### config.mk
export PLATFORM = sky130hd
export DESIGN_NAME = pkt_set_seq
export DESIGN_NICKNAME = d
export VERILOG_FILES = /design/src/rtl/pkt_set_seq_pkg.sv /design/src/rtl/pss_slot_fsm.sv /design/src/rtl/pss_row_walker.sv /design/src/rtl/pss_rotor.sv /design/src/rtl/pkt_set_seq.sv
export SDC_FILE = /design/constraint.sdc
export NUM_CORES = 1
export LEC_CHECK = 0
export CAP_MARGIN = 20
export CORE_MARGIN = 2
export CORE_UTILIZATION = 40
export CTS_CLUSTER_DIAMETER = 80
export DETAILED_ROUTE_END_ITERATION = 8
export DONT_BUFFER_PORTS = 1
export GPL_ROUTABILITY_DRIVEN = 1
export PLACE_DENSITY = 0.57
export SYNTH_ARGS = -nofsm -noshare
export SYNTH_HDL_FRONTEND = slang
export SYNTH_SLANG_ARGS = --single-unit
### constraint.sdc
create_clock -name clk -period 15.81 [get_ports clk]
set_clock_uncertainty 0.2 [all_clocks]
set_input_delay 1.581 -clock clk [delete_from_list [all_inputs] [get_ports clk]]
set_output_delay 1.581 -clock clk [all_outputs]
set_load 0.01 [all_outputs]
### src/rtl/pkt_set_seq_pkg.sv
// Shared types for the packet set delivery sequencer.
package pkt_set_seq_pkg;

    // Handshake phase of the sequencer.
    typedef enum logic [1:0] {
        ST_IDLE = 2'd0,
        ST_VEC  = 2'd1,
        ST_RSP  = 2'd2,
        ST_DONE = 2'd3
    } seq_state_e;

    // Which class of core the current slot belongs to.
    typedef enum logic [1:0] {
        KIND_2K = 2'd0,
        KIND_R  = 2'd1,
        KIND_1  = 2'd2
    } slot_kind_e;

endpackage

### src/rtl/pss_slot_fsm.sv
// Slot handshake controller.
// Does: runs the vector-write then response-read phases of each slot and
//       decides when the run is finished.
// Assumes: xfer_done is a one-cycle pulse per phase; last_slot is valid
//          whenever the response phase is active.
module pss_slot_fsm
    import pkt_set_seq_pkg::*;
(
    input  logic       clk,
    input  logic       rst_n,
    input  logic       start,
    input  logic       empty_cfg,
    input  logic       xfer_done,
    input  logic       last_slot,
    output seq_state_e state,
    output logic       load,
    output logic       adv
);

    seq_state_e state_nx;

    // Accept a start only outside a run; advance after each response phase.
    always_comb begin
        load = start && (state == ST_IDLE || state == ST_DONE);
        adv  = (state == ST_RSP) && xfer_done;
    end

    // Next-state selection for the two-phase slot handshake.
    always_comb begin
        state_nx = state;
        case (state)
            ST_IDLE, ST_DONE: if (load) state_nx = empty_cfg ? ST_DONE : ST_VEC;
            ST_VEC:           if (xfer_done) state_nx = ST_RSP;
            ST_RSP:           if (xfer_done) state_nx = last_slot ? ST_DONE : ST_VEC;
            default:          state_nx = ST_IDLE;
        endcase
    end

    // State register.
    always_ff @(posedge clk) begin
        if (!rst_n) state <= ST_IDLE;
        else        state <= state_nx;
    end

    // a completed vector phase is always followed by the response phase.
    a_r2_vec_to_rsp: assert property (@(posedge clk) disable iff (!rst_n)
        (state == ST_VEC && xfer_done) |=> (state == ST_RSP));

    // done holds until a new start arrives.
    a_r8_done_hold: assert property (@(posedge clk) disable iff (!rst_n)
        (state == ST_DONE && !start) |=> (state == ST_DONE));

    // a start during a response phase does not leave the phase.
    a_r10_rsp_hold: assert property (@(posedge clk) disable iff (!rst_n)
        (state == ST_RSP && !xfer_done) |=> (state == ST_RSP));

endmodule

### src/rtl/pss_row_walker.sv
// Row and position walker.
// Does: steps through rows and slot positions of the packet set, counts
//       sets, classifies the current slot and flags the run's final slot.
// Assumes: configuration is stable between loads; k >= 1 during a run.
module pss_row_walker
    import pkt_set_seq_pkg::*;
#(
    parameter int CW   = 4,
    parameter int SETW = 8
) (
    input  logic            clk,
    input  logic            rst_n,
    input  logic            load,
    input  logic            init_skip,
    input  logic            adv,
    input  logic            active,
    input  logic [CW-1:0]   k,
    input  logic [CW-1:0]   q,
    input  logic [CW-1:0]   d,
    input  logic [SETW-1:0] sets,
    output logic [CW:0]     row,
    output logic [CW:0]     pos,
    output slot_kind_e      kind,
    output logic            set_wrap,
    output logic            last_slot
);

    localparam int RW = CW + 1;

    logic [SETW-1:0] set_cnt;
    logic [CW:0]     row_len;
    logic [RW-1:0]   last_row_idx;
    logic            odd_row, odd_empty, last_in_row, last_row, last_set;

    // Row geometry and end-of-row, end-of-set, end-of-run decode.
    always_comb begin
        odd_row      = ~row[0];
        odd_empty    = (q == '0) && (d == '0);
        row_len      = odd_row ? ({1'b0, q} + {1'b0, d}) : ({1'b0, q} + (CW+1)'(1));
        last_in_row  = (pos == row_len - (CW+1)'(1));
        last_row_idx = {k, 1'b0} - RW'(1);
        last_row     = (row == last_row_idx);
        last_set     = (set_cnt == sets - SETW'(1));
        last_slot    = last_in_row && last_row && last_set;
        set_wrap     = adv && last_in_row && last_row;
    end

    // Slot class from the position in the row.
    always_comb begin
        if (pos < {1'b0, q}) kind = KIND_2K;
        else if (odd_row)    kind = KIND_R;
        else                 kind = KIND_1;
    end

    // Row, position and set counters.
    always_ff @(posedge clk) begin
        if (!rst_n) begin
            row     <= '0;
            pos     <= '0;
            set_cnt <= '0;
        end else if (load) begin
            row     <= init_skip ? RW'(1) : '0;
            pos     <= '0;
            set_cnt <= '0;
        end else if (adv) begin
            if (!last_in_row) begin
                pos <= pos + (CW+1)'(1);
            end else begin
                pos <= '0;
                if (last_row) begin
                    if (!last_set) begin
                        set_cnt <= set_cnt + SETW'(1);
                        row     <= odd_empty ? RW'(1) : '0;
                    end
                end else if (row[0] && odd_empty) begin
                    row <= row + RW'(2);
                end else begin
                    row <= row + RW'(1);
                end
            end
        end
    end

    // the slot position never runs past the end of its row.
    a_r3_pos_in_row: assert property (@(posedge clk) disable iff (!rst_n)
        active |-> (pos < row_len));

    // the set counter stays below the configured number of sets.
    a_r8_set_range: assert property (@(posedge clk) disable iff (!rst_n)
        active |-> (set_cnt < sets));

endmodule

### src/rtl/pss_rotor.sv
// Rotating selector for the r-packet cores.
// Does: keeps the next r-packet core to serve and how many full passes
//       over those cores have been made in the current set.
// Assumes: clear arrives at each set boundary; nr = d*k/r exactly.
module pss_rotor #(
    parameter int CW = 4
) (
    input  logic            clk,
    input  logic            rst_n,
    input  logic            load,
    input  logic            clear,
    input  logic            step,
    input  logic [2*CW-1:0] nr,
    input  logic [CW-1:0]   r,
    output logic [2*CW-1:0] ptr,
    output logic [CW:0]     pass
);

    localparam int NW = 2 * CW;

    logic wrap;

    // The pointer wraps after the last r-packet core.
    always_comb wrap = (ptr + NW'(1)) >= nr;

    // Pointer and pass counters.
    always_ff @(posedge clk) begin
        if (!rst_n) begin
            ptr  <= '0;
            pass <= '0;
        end else if (load || clear) begin
            ptr  <= '0;
            pass <= '0;
        end else if (step) begin
            if (wrap) begin
                ptr  <= '0;
                pass <= pass + (CW+1)'(1);
            end else begin
                ptr <= ptr + NW'(1);
            end
        end
    end

    // the pointer always addresses an existing r-packet core.
    a_r6_ptr_range: assert property (@(posedge clk) disable iff (!rst_n)
        (nr != '0) |-> (ptr < nr));

    // no r-packet core gets more than r packets in one set.
    a_r6_pass_range: assert property (@(posedge clk) disable iff (!rst_n)
        (nr != '0) |-> (pass <= {1'b0, r}));

endmodule

### src/rtl/pkt_set_seq.sv
// Packet set delivery sequencer (top).
// Does: latches the group configuration on start, then issues every slot of
//       the interleaved packet set, repeated the configured number of times.
//       Each slot names a core and a packet number and runs a vector-write
//       phase and then a response-read phase.
// Assumes: d*k is a multiple of r; core indices are laid out as 2k-packet
//          cores, then 1-packet cores, then r-packet cores.
module pkt_set_seq
    import pkt_set_seq_pkg::*;
#(
    parameter int CW   = 4,
    parameter int SETW = 8
) (
    input  logic                clk,
    input  logic                rst_n,
    input  logic                start,
    input  logic [CW-1:0]       cfg_k,
    input  logic [CW-1:0]       cfg_q,
    input  logic [CW-1:0]       cfg_d,
    input  logic [CW-1:0]       cfg_r,
    input  logic [SETW-1:0]     cfg_sets,
    input  logic                xfer_done,
    output logic                vec_req,
    output logic                rsp_req,
    output logic [2*CW:0]       core_idx,
    output logic [CW:0]         pkt_num,
    output logic                done
);

    localparam int NW = 2 * CW;
    localparam int IW = 2 * CW + 1;
    localparam int PW = CW + 1;

    seq_state_e      state;
    slot_kind_e      kind;
    logic            load, adv, active, set_wrap, last_slot, empty_cfg, init_skip;
    logic [CW-1:0]   lk, lq, ld, lr;
    logic [SETW-1:0] lsets;
    logic [NW-1:0]   lnr, nr_calc, prod;
    logic [CW:0]     row, pos, pass;
    logic [NW-1:0]   ptr;

    // Decode of the raw configuration at the start request.
    always_comb begin
        prod      = NW'(cfg_d) * NW'(cfg_k);
        nr_calc   = (cfg_r == '0) ? '0 : prod / NW'(cfg_r);
        empty_cfg = (cfg_k == '0) || (cfg_sets == '0);
        init_skip = (cfg_q == '0) && (cfg_d == '0);
    end

    // Configuration capture on an accepted start.
    always_ff @(posedge clk) begin
        if (!rst_n) begin
            lk <= '0; lq <= '0; ld <= '0; lr <= '0; lsets <= '0; lnr <= '0;
        end else if (load) begin
            lk <= cfg_k; lq <= cfg_q; ld <= cfg_d; lr <= cfg_r;
            lsets <= cfg_sets; lnr <= nr_calc;
        end
    end

    pss_slot_fsm u_fsm (
        .clk       (clk),
        .rst_n     (rst_n),
        .start     (start),
        .empty_cfg (empty_cfg),
        .xfer_done (xfer_done),
        .last_slot (last_slot),
        .state     (state),
        .load      (load),
        .adv       (adv)
    );

    pss_row_walker #(.CW(CW), .SETW(SETW)) u_walk (
        .clk       (clk),
        .rst_n     (rst_n),
        .load      (load),
        .init_skip (init_skip),
        .adv       (adv),
        .active    (active),
        .k         (lk),
        .q         (lq),
        .d         (ld),
        .sets      (lsets),
        .row       (row),
        .pos       (pos),
        .kind      (kind),
        .set_wrap  (set_wrap),
        .last_slot (last_slot)
    );

    pss_rotor #(.CW(CW)) u_rot (
        .clk   (clk),
        .rst_n (rst_n),
        .load  (load),
        .clear (set_wrap),
        .step  (adv && (kind == KIND_R)),
        .nr    (lnr),
        .r     (lr),
        .ptr   (ptr),
        .pass  (pass)
    );

    // Phase outputs from the handshake state.
    always_comb begin
        vec_req = (state == ST_VEC);
        rsp_req = (state == ST_RSP);
        done    = (state == ST_DONE);
        active  = vec_req || rsp_req;
    end

    // Core index and packet number of the current slot.
    always_comb begin
        core_idx = '0;
        pkt_num  = '0;
        if (active) begin
            case (kind)
                KIND_2K: begin
                    core_idx = IW'(pos);
                    pkt_num  = PW'(row) + PW'(1);
                end
                KIND_R: begin
                    core_idx = IW'(lq) + IW'(lk) + IW'(ptr);
                    pkt_num  = pass + PW'(1);
                end
                default: begin
                    core_idx = IW'(lq) + IW'(row >> 1);
                    pkt_num  = PW'(1);
                end
            endcase
        end
    end

    // slot identity is unchanged through the response phase.
    a_r2_slot_stable: assert property (@(posedge clk) disable iff (!rst_n)
        rsp_req |-> ($stable(core_idx) && $stable(pkt_num)));

    // an issued slot always carries a nonzero packet number.
    a_r5_pkt_nonzero: assert property (@(posedge clk) disable iff (!rst_n)
        vec_req |-> (pkt_num != '0));

endmodule

# [Word level (Yosys, flattened, before mapping)]
# Cells that the tools add are included.
[totals] reg_bits=61 latch_bits=0 mem_bits_rw=0 romBits=0 output_inout_bits=17 wordCells=98 memories=0
[classes] addsub=14 mul=1 div=1 n_lt_le_gt_ge=2 eq_ne=11 shift=0 mux=24 bitwise_logic=2 n_reduce_logical=32
[op_table] cell="5-bit 2-to-1 mux" count=9
[op_table] cell="4-bit zero test" count=6
[op_table] cell="9-bit one-hot mux with 2 select lines" count=1
[op_table] cell="8-bit by 1-bit adder with 8-bit output, second input constant" count=2
[op_table] cell="8-bit 2-to-1 mux" count=2
[op_table] cell="4-bit by 4-bit adder with 5-bit output" count=3
[op_table] cell="5-bit by 1-bit adder with 5-bit output, second input constant" count=3
[op_table] cell="2-bit 2-to-1 mux" count=7
[op_table] cell="5-bit == test" count=2
[op_table] cell="1-bit logical AND" count=10
[op_table] cell="5-bit one-hot mux with 2 select lines" count=1
[op_table] cell="5-bit by 1-bit subtractor with 5-bit output, second input constant" count=2
[op_table] cell="5-bit by 8-bit adder with 9-bit output" count=1
[op_table] cell="9-bit 2-to-1 mux" count=1
[op_table] cell="8-bit by 4-bit divider with 8-bit output" count=1
[op_table] cell="8-bit == test" count=1
[op_table] cell="8-bit greater-or-equal comparator" count=1
[op_table] cell="8-bit zero test" count=1
[op_table] cell="4-bit by 4-bit multiplier with 8-bit output" count=1
[op_table] cell="8-bit by 1-bit subtractor with 8-bit output, second input constant" count=1
[op_table] cell="2-bit one-hot mux with 3 select lines" count=1
[op_table] cell="3-bit AND reduction" count=2
[op_table] cell="2-bit OR reduction" count=3
[op_table] cell="4-bit by 1-bit adder with 5-bit output, second input constant" count=1
[op_table] cell="other kinds (14)" count=24

# [Logic depth before layout (Yosys ltp)]
# Gate-level depths: netlist of run 1.
[depth] ltp_word=9 mapped_depth=61 mapped_depth_nobuf=61

# [Modules after synthesis]
# A second synthesis of run 1 with hierarchy kept.
[hier_totals] hier_cells=775 area_unflattened_um2=6555.0
[by_module_without_submodules] module="pkt_set_seq" n_inst=1 cells_per_inst=433 area_each_um2=3714.8 seq_area_each_um2=640.6
[by_module_without_submodules] module="pss_row_walker" n_inst=1 cells_per_inst=214 area_each_um2=1774.2 seq_area_each_um2=360.3
[by_module_without_submodules] module="pss_rotor" n_inst=1 cells_per_inst=109 area_each_um2=888.4 seq_area_each_um2=260.2
[by_module_without_submodules] module="pss_slot_fsm" n_inst=1 cells_per_inst=19 area_each_um2=177.7 seq_area_each_um2=40.0

# [Worst setup path before layout of run 1]
# OpenSTA, ideal clock, no wires.
[synth_path] path_kind="input to register" startpoint="in cfg_k[1]" endpoint="reg lnr[0]" setup_time_ps=128 arrival_time_ps=12804 required_time_ps=15482 slack_ps=2677 stages=53 path_cell_list="and2_1 -> fa_1 -> fa_1 -> ha_1 -> a211oi_1 -> nor2_1 -> o21a_1 -> nor2_1 -> xnor2_1 -> ha_1 -> nor4b_2 -> and4b_1 -> a2111oi_4 -> ha_1 -> o21a_1 -> o21ai_1 -> o21ai_0 -> ha_1 -> (+17 left out) -> o31ai_4 -> nor2_1 -> a21oi_1 -> ha_1 -> o21a_1 -> o21a_1 -> o21ai_0 -> nand2b_1 -> and3b_1 -> nand2_2 -> mux2_1 -> ha_1 -> nor2b_1 -> o21ai_0 -> nand2_1 -> a311o_1 -> nor4_1 -> a311oi_1"
[synth_via] elab_chain_cells=3
[synth_rtl] item="from (decl)" line="pkt_set_seq.sv:17" source="input logic [CW-1:0] cfg_k,"
[synth_rtl] item="4-bit by 4-bit multiplier with 8-bit output" line="pkt_set_seq.sv:45" source="prod = NW'(cfg_d) * NW'(cfg_k);"
[synth_rtl] item="8-bit by 4-bit divider with 8-bit output" line="pkt_set_seq.sv:46" source="nr_calc = (cfg_r == '0) ? '0 : prod / NW'(cfg_r);"
[synth_rtl] item="8-bit 2-to-1 mux" line="pkt_set_seq.sv:46"
[synth_rtl] item="to (signal assigned)" line="pkt_set_seq.sv:57" source="lsets <= cfg_sets; lnr <= nr_calc;"
[synth_rtl] item="to (decl)" line="pkt_set_seq.sv:39" source="logic [NW-1:0] lnr, nr_calc, prod;"
# No other way between the ends.
# A chain may end at the register's enable or synchronous reset.

# [Final worst setup path of run 1]
# Same ends and word-level chain as after synthesis.

==> results.py, run 1 <==
metrics = {
    "cells_and_area": {
        "fin_nets": 840,
        "antenna_cells": 0,
        "post-route-util_pct": 43.7,
        "multi_input_area_sq_um": 4430,
        "drive_gt1_share_pct": 5.09,
        "fill_cells": 1483,
        "area.growth.synth_to_final_pct": 7.72,
        "regArea_sq_um": 1220,
        "fin_area_sq_um": 6300,
    },
    "sta": {
        "fmax_mhz": 71.2,
        "slew_headroom_pct": 32.0,
        "setup_viol_count_final": 0,
        "worst_pin_slew_ns": 1.01,
        "setup-tns-final_ns": 0,
        "layout_min_cycle_time_ns": 14.05,
        "hold_viol": 0,
        "drv_slew": 0,
        "holdWs_ns": 0.276,
        "finalCritPeriodShare_pct": 88.9,
        "rsz0062_at_grt": "no",
    },
    "die": {
        "start_util_pct": 40.6,
        "ios": 45,
        "core_area_sq_um": 14400,
        "die_x_um": 125,
        "dieHeight_um": 125,
        "die_area_sq_um": 15600,
        "row_count": 44,
    },
    "clocking": {
        "clockRootBuffer": "clkbuf_16",
        "clkTransAtPathRegs_ns": 0.05,
        "holdBufCountCts": 0,
        "ctsResizeCount": 0,
        "insertion_delay_ns": 0.32,
        "cts_tree": "yes",
        "cts_made_buffers": 9,
        "post-cts-setup-buffers": 0,
        "cts_sinks": 61,
        "cts_buffer_depth": 2,
        "htreeDepth": 3,
    },
    "global_routing": {
        "grt_max_degree": 27,
        "first_global_vias": 4974,
        "grt_pass1_wl_um": 24800,
        "grt_util_all_layers_pct": 19.2,
        "antenna_found_initial": 0,
        "grt.overflow.total": 0,
    },
    "setup_path": {
        "critPathSlowestCell": "fa_1",
        "endpoint_kind": "register",
        "critical_path_class": "in2reg",
        "slowest_delay_ns": 0.56,
        "arrival_ns": 14.06,
        "cp_common_cell": "ha_1",
        "critPathRequiredTime_ns": 15.81,
        "critPathMaxFanout": 7,
        "start_kind": "input port",
    },
    "synthesis": {
        "synth_top_area_share_pct": 20.9,
        "async_reset_ff_share_pct": 0,
        "ys_warn_count": 0,
        "netlist_top_cells_area": "dfxtp_1 (21%), ha_1 (16%), nand2_1 (5.6%)",
        "yosysMostFrequentCell": "nand2_1",
        "yosysSeqAreaShare_pct": 20.9,
        "syn-num-nets": 846,
        "syn-mean-instance-area_sq_um": 8.00,
        "synth_flop_cell": "dfxtp_1",
        "yosys_register_bits": 61,
        "yosys.area.top_type": "dfxtp_1",
        "synthCells": 731,
        "syn_area_sq_um": 5850,
        "synth_edf_count": 0,
        "yosys-top-cells-count": "nand2_1 (87), nor2_1 (79), ha_1 (76)",
        "synth_cell_types": 72,
    },
    "outcome": {
        "status": "completed",
    },
    "run": {
        "cap_violations": 0,
    },
    "power_and_ir_drop": {
        "combPwrFrac_pct": 63.2,
        "p_clk_share_pct": 17.7,
        "p_int_uw": 567,
        "switching_share_pct": 45.5,
        "power.leakage_uw": 0.00265,
        "power.net_switching_uw": 473,
        "p_per_area_nw_per_um2": 165,
        "p_seq_share_pct": 19.1,
        "finalPower_uw": 1040,
        "ir_worst_vdd_v": 0.000209,
    },
    "placement": {
        "post-dp-hpwl_um": 11700,
        "placed_area_sq_um": 6030,
        "port_buffers": 0,
        "place_congestion": 0.908,
    },
    "route": {
        "ant_nets": 0,
        "post_drt_wl_per_cell_um": 16.3,
        "drtIter0Drc": 195,
        "dr.pass1.iters": 4,
        "drc": 0,
        "via_per_inst": 5.56,
        "num_vias": 5063,
        "postRouteWirelength_um": 14900,
    },
    "worst_hold_path": {
        "hp-class": "reg2reg",
    },
}
[metal layers]
metal	part of all wire (%)	global-route usage (%)	wire [um]
met3	3.1	3.94	465
met4	1.5	5.36	224
met5	0	0	0
met2	49	34.1	7350
met1	46	23.6	6850
[metrics by stage]
step | std cells | setup slack, ns
after floorplan | 731 | 2.68
after global placement | 897 | 2.02
after detailed placement | 897 | 1.60
after CTS | 910 | 1.89
after global routing | 911 | 0.950
final | 911 | 1.76
[critical path, delay by kind of cell]
| kind | cells | cell delay [ns] |
|---|---|---|
| adder cells (fa/ha/maj) | 11 | 3.72 |
| XOR/XNOR | 1 | 0.13 |
| multiplexers | 1 | 0.24 |
| AND/OR/NAND/NOR | 16 | 2.60 |
| AO/OA/AOI/OAI | 26 | 5.78 |
[flip-flops by register name (all words and copies together), names as in the netlist]
register / count
ld: 4
lk: 4
lnr: 8
lq: 4
lsets: 8
u_fsm.state: 2
u_rot.pass: 5
u_rot.ptr: 8
u_walk.pos: 5
u_walk.row: 5
u_walk.set_cnt: 8
[cell type report]
class / count / area share [%]
inverters: 35 / 2.08
clock inverters: 3 / 0.635
flip-flops and latches: 61 / 19.4
repair buffers: 3 / 0.357
well taps: 184 / 3.65
multi-input cells: 615 / 70.3
clock buffers: 10 / 3.63
[power groups by stage]
stage | Clock [uW] | Combinational, uW | Sequential [uW]
final | 184 | 658 | 199
after global routing | 195 | 740 | 203
after CTS | 188 | 654 | 199
after detailed placement | 0 | 649 | 202
after global placement | 0 | 627 | 201
after floorplan | 0 | 524 | 193
[kinds of logic (layout without fill, tap and decap cells)]
group	after synthesis	in the layout	synth area share [%]
xor+xnor	65	65	9.73
fa+ha+maj	87	87	20.0
buf+inv	55	51	3.53
mux	12	12	2.14
simple gates	281	281	23.1
compound gates	170	170	20.6
flops	61	61	20.9
[cells in the final DEF (no fill, tap or decap), types with 3 or more instances in the layout]
cell type	n
a31oi_1	3
nand3_1	14
a21o_1	13
nand2b_1	7
nand2_1	87
o22ai_1	5
buf_4	3
inv_1	35
o21ai_0	28
nand3b_1	4
dfxtp_1	61
nor2_1	79
xor2_1	34
and2_1	23
clkbuf_16	9
a211o_1	3
o21a_1	15
nor3_1	21
nor2b_1	11
mux2_2	3
or4_1	3
fa_1	11
ha_1	76
a22oi_1	4
a21boi_0	20
a21oi_1	42
nand4_1	5
nor4_1	8
mux2i_1	8
xnor2_1	31
a211oi_1	5
[worst paths after layout]
path                                     from             to  slack [ns]  cells past startpoint
worst min register to register         lnr[1]         lnr[1]        0.28                      1
worst max register to register  u_walk.row[0]  u_walk.row[0]       11.22                     13
worst max-delay path                 cfg_k[1]         lnr[0]        1.76                     55
worst min-delay path                   lnr[1]         lnr[1]        0.28                      1
Power figures use the tool's default switching activity.
==> run 2: changes to the inputs <==
--- a/config.mk
+++ b/config.mk
@@ -5,14 +5,14 @@
 export SDC_FILE = /design/constraint.sdc
 export NUM_CORES = 1
 export LEC_CHECK = 0
+export BUFFER_PORTS_ARGS = -buffer_cell sky130_fd_sc_hd__buf_4
 export CAP_MARGIN = 20
+export CORE_ASPECT_RATIO = 1.4
 export CORE_MARGIN = 2
 export CORE_UTILIZATION = 40
 export CTS_CLUSTER_DIAMETER = 80
 export DETAILED_ROUTE_END_ITERATION = 8
-export DONT_BUFFER_PORTS = 1
 export GPL_ROUTABILITY_DRIVEN = 1
-export PLACE_DENSITY = 0.57
 export SYNTH_ARGS = -nofsm -noshare
 export SYNTH_HDL_FRONTEND = slang
 export SYNTH_SLANG_ARGS = --single-unit
==> results.py, run 2 (synthesis results as in run 1) <==
metrics = {
    "route": {
        "via_per_inst": 5.44,
        "post_drt_wl_per_cell_um": 15.4,
        "ant_nets": 0,
        "top_layer": "met4",
        "drc": 0,
        "met3WireLength_um": 449,
        "num_vias": 5240,
        "dr.pass1.iters": 4,
        "m1WireLength_um": 5960,
        "postRouteWirelength_um": 14900,
        "drtIter0Drc": 224,
        "wl_met2_um": 7980,
    },
    "global_routing": {
        "first_global_vias": 5284,
        "grt.overflow.total": 0,
        "antenna_found_initial": 0,
        "grt_pass1_wl_um": 24800,
        "grt_util_all_layers_pct": 19.7,
        "grt_max_degree": 27,
    },
    "clocking": {
        "cts_sinks": 61,
        "holdBufCountCts": 0,
        "clkTransAtPathRegs_ns": 0.06,
        "clockRootBuffer": "clkbuf_16",
        "htreeDepth": 3,
        "cts_tree": "yes",
        "ctsResizeCount": 0,
        "post-cts-setup-buffers": 0,
        "insertion_delay_ns": 0.34,
        "cts_made_buffers": 9,
        "cts_buffer_depth": 2,
    },
    "setup_path": {
        "endpoint_kind": "register",
        "timing.rr.end": "u_walk.row[0]",
        "endpoint": "lnr[0]",
        "crit_start": "cfg_k[1]",
        "critPathRequiredTime_ns": 15.83,
        "critPathMaxFanout": 7,
        "worstReg2RegStart": "u_walk.row[0]",
        "start_kind": "input port",
        "critPathSlowestCell": "fa_1",
        "cp_common_cell": "ha_1",
        "rrSetupSlack_ns": 11.30,
        "critical_path_class": "in2reg",
        "rr_worst_depth": 13,
        "arrival_ns": 14.39,
        "slowest_delay_ns": 0.57,
    },
    "sta": {
        "layout_min_cycle_time_ns": 14.37,
        "setup-tns-final_ns": 0,
        "finalCritPeriodShare_pct": 90.9,
        "fmax_mhz": 69.6,
        "worst_slack_ns": 1.44,
        "worst_pin_slew_ns": 0.870,
        "setup_viol_count_final": 0,
        "hold_viol": 0,
        "rsz0062_at_grt": "no",
        "slew_headroom_pct": 41.1,
        "drv_slew": 0,
    },
    "cells_and_area": {
        "drive_gt1_share_pct": 11.1,
        "area.growth.synth_to_final_pct": 14.8,
        "fin_nets": 885,
        "layout_commonest_cell": "nand2_1",
        "antenna_cells": 0,
        "layout_common_cells": "nand2_1 (87), nor2_1 (79), ha_1 (76)",
    },
    "run": {
        "cap_violations": 0,
    },
    "power_and_ir_drop": {
        "p_per_area_nw_per_um2": 163,
        "power.leakage_uw": 0.00290,
        "ir_worst_vdd_v": 0.000164,
    },
    "die": {
        "die_area_sq_um": 15600,
        "ios": 45,
        "start_util_pct": 40.7,
        "die_x_um": 106,
        "row_count": 52,
        "core_area_sq_um": 14400,
        "dieHeight_um": 147,
    },
    "placement": {
        "port_buffers": 44,
        "post-dp-hpwl_um": 11900,
        "pre_cts_ws_ns": 1.20,
        "place_congestion": 0.892,
    },
    "worst_hold_path": {
        "hp-class": "reg2reg",
    },
    "outcome": {
        "status": "completed",
    },
}
==> run 2: cell count changes in the layout (fill, tap and decap cells not counted), sizes merged <==
| cell | change |
|---|---|
| inv | +2 |
| bufinv | +1 |
| clkbuf | +2 |
| clkinvlp | +1 |
| clkinv | -1 |
| buf | +43 |
==> run 2: power by group <==
group / switching (uW) / total (uW) / internal, uW
sequential: 23.8 / 197 / 174
clock: 79.2 / 223 / 144
combinational: 383 / 673 / 290
==> run 2: through the flow <==
| step | cells | instance area [sq um] | util (%) | power (uW) | hold slack [ns] |
|---|---|---|---|---|---|
| 2_1_floorplan | 731 | 5850 | - | 717 | 0.246 |
| 3_3_place_gp | 945 | 6350 | 44.2 | 837 | 0.268 |
| 3_5_place_dp | 946 | 6360 | 44.2 | 866 | 0.272 |
| 4_1_cts | 962 | 6700 | 46.6 | 1090 | 0.279 |
| 5_1_grt | 964 | 6710 | 46.7 | 1190 | 0.295 |
| 6_report | 964 | 6710 | 46.7 | 1090 | 0.279 |
==> run 2: critical path, delay by kind of cell <==
family	cells	cell delay, ns
AND/OR/NAND/NOR	17	2.87
adder cells (fa/ha/maj)	11	3.78
buffers and inverters	1	0.13
XOR/XNOR	1	0.14
multiplexers	2	0.64
AO/OA/AOI/OAI	23	5.25
==> run 2: area by class of cell <==
cell class / count / area [sq um]
clock buffer: 10 / 239
clock inverter: 6 / 93.8
fill: 1397 / 7660
inverter: 35 / 131
multi-input combinational: 615 / 4430
sequential: 61 / 1220
tap: 189 / 236
timing repair buffer: 48 / 364
==> run 2: metal layers <==
| layer | GRT usage, % | vias up |
|---|---|---|
| met1 | 20.9 | 2452 |
| met2 | 37.1 | 83 |
| met5 | 0 | - |
| met4 | 9.08 | 0 |
| met3 | 3.59 | 38 |
| li1 | - | 2667 |
==> run 2: worst min path at each step <==
stage / startpoint / cells after the start / endpoint / slack (ns)
final: u_rot.pass[1] / 2 / u_rot.pass[1] / 0.28
after detailed placement: u_rot.pass[1] / 2 / u_rot.pass[1] / 0.27
after global placement: lnr[1] / 1 / lnr[1] / 0.27
after global routing: lnr[1] / 1 / lnr[1] / 0.30
after CTS: u_rot.pass[1] / 2 / u_rot.pass[1] / 0.28
after floorplan: ld[1] / 2 / ld[1] / 0.25
==> run 3: changes to the inputs <==
--- a/config.mk
+++ b/config.mk
@@ -13,6 +13,7 @@
 export CTS_CLUSTER_DIAMETER = 80
 export DETAILED_ROUTE_END_ITERATION = 8
 export GPL_ROUTABILITY_DRIVEN = 1
+export PLACE_DENSITY_LB_ADDON = 0.2
 export SYNTH_ARGS = -nofsm -noshare
 export SYNTH_HDL_FRONTEND = slang
 export SYNTH_SLANG_ARGS = --single-unit
==> results.py, run 3 (synthesis results as in run 1) <==
metrics = {
    "cells_and_area": {
        "fin_nets": 885,
        "layout_common_cells": "nand2_1 (87), nor2_1 (79), ha_1 (76)",
        "area.growth.synth_to_final_pct": 14.1,
        "drive_gt1_share_pct": 11.1,
        "layout_commonest_cell": "nand2_1",
        "antenna_cells": 0,
        "post-route-util_pct": 46.4,
        "fin_area_sq_um": 6680,
    },
    "setup_path": {
        "cp_common_cell": "ha_1",
        "critical_path_class": "in2reg",
        "critPathSlowestCell": "fa_1",
        "arrival_ns": 14.25,
        "slowest_delay_ns": 0.57,
        "critPathMaxFanout": 7,
        "endpoint_kind": "register",
        "start_kind": "input port",
        "critPathRequiredTime_ns": 15.82,
    },
    "sta": {
        "rsz0062_at_grt": "no",
        "hold_viol": 0,
        "worst_slack_ns": 1.58,
        "fmax_mhz": 70.3,
        "worst_pin_slew_ns": 0.898,
        "setup-tns-final_ns": 0,
        "slew_headroom_pct": 40.1,
        "drv_slew": 0,
        "setup_viol_count_final": 0,
        "layout_min_cycle_time_ns": 14.23,
        "finalCritPeriodShare_pct": 90.0,
    },
    "power_and_ir_drop": {
        "power.net_switching_uw": 478,
        "p_per_area_nw_per_um2": 159,
        "switching_share_pct": 45.0,
        "finalPower_uw": 1060,
        "ir_worst_vdd_v": 0.000188,
        "p_clk_share_pct": 18.8,
        "p_seq_share_pct": 18.6,
        "combPwrFrac_pct": 62.6,
        "power.leakage_uw": 0.00288,
        "p_int_uw": 584,
    },
    "die": {
        "start_util_pct": 40.7,
        "row_count": 52,
        "die_x_um": 106,
        "die_area_sq_um": 15600,
        "core_area_sq_um": 14400,
        "dieHeight_um": 147,
        "ios": 45,
    },
    "global_routing": {
        "grt_max_degree": 27,
        "grt.overflow.total": 0,
        "antenna_found_initial": 0,
        "grt_util_all_layers_pct": 19.8,
        "grt_pass1_wl_um": 25100,
        "first_global_vias": 5418,
    },
    "clocking": {
        "clockRootBuffer": "clkbuf_16",
        "cts_sinks": 61,
        "post-cts-setup-buffers": 0,
        "cts_tree": "yes",
        "cts_buffer_depth": 2,
        "insertion_delay_ns": 0.34,
        "cts_made_buffers": 9,
        "holdBufCountCts": 0,
        "ctsResizeCount": 0,
        "clkTransAtPathRegs_ns": 0.06,
        "htreeDepth": 3,
    },
    "route": {
        "drc": 0,
        "post_drt_wl_per_cell_um": 15.5,
        "dr.pass1.iters": 4,
        "via_per_inst": 5.39,
        "num_vias": 5194,
        "postRouteWirelength_um": 14900,
        "drtIter0Drc": 209,
        "ant_nets": 0,
    },
    "placement": {
        "port_buffers": 44,
        "pre_cts_ws_ns": 1.22,
        "place_congestion": 0.859,
        "placed_area_sq_um": 6360,
        "post-dp-hpwl_um": 11900,
    },
    "run": {
        "cap_violations": 0,
    },
    "worst_hold_path": {
        "hp-class": "reg2reg",
    },
    "outcome": {
        "status": "completed",
    },
}
[run 3: area by class of cell]
type	count	area [sq um]
clock buffer	9	225
clock inverter	7	75.1
fill	1404	7700
sequential	61	1220
multi-input combinational	615	4430
tap	189	236
timing repair buffer	48	358
inverter	35	131
[run 3: power by group through the flow]
| stage | Sequential, uW | Combinational (uW) | Clock, uW |
|---|---|---|---|
| final | 198 | 665 | 199 |
| after global routing | 201 | 752 | 209 |
| after CTS | 198 | 666 | 204 |
| after detailed placement | 202 | 659 | 0 |
| after global placement | 200 | 640 | 0 |
| after floorplan | 193 | 524 | 0 |
[run 3: worst max-delay path: cells and delay by family]
family | cells | cell delay, ns
AO/OA/AOI/OAI | 25 | 5.62
adder cells (fa/ha/maj) | 11 | 3.71
AND/OR/NAND/NOR | 16 | 2.72
multiplexers | 1 | 0.32
XOR/XNOR | 1 | 0.15
buffers and inverters | 1 | 0.13
[run 3: worst paths after layout]
kind / cells after the start / startpoint / slack, ns / endpoint
max reg2reg: 13 / u_walk.row[0] / 11.30 / u_walk.row[0]
max: 55 / cfg_k[1] / 1.58 / lnr[0]
min: 2 / u_rot.pass[1] / 0.28 / u_rot.pass[1]
min reg2reg: 2 / u_rot.pass[1] / 0.28 / u_rot.pass[1]
[run 3: routing by layer]
metal | vias to the layer above | global-route usage, % | part of all wire, %
met1 | 2413 | 21.3 | 42
met4 | 0 | 9.08 | 3.0
met2 | 66 | 37.2 | 53
met5 | - | 0 | 0
li1 | 2685 | - | -
met3 | 30 | 3.24 | 2.7
[run 3: through the flow]
| step | instances | hold WS, ns |
|---|---|---|
| 6_report | 964 | 0.276 |
| 3_3_place_gp | 946 | 0.263 |
| 5_1_grt | 964 | 0.305 |
| 4_1_cts | 962 | 0.281 |
| 2_1_floorplan | 731 | 0.246 |
| 3_5_place_dp | 946 | 0.271 |
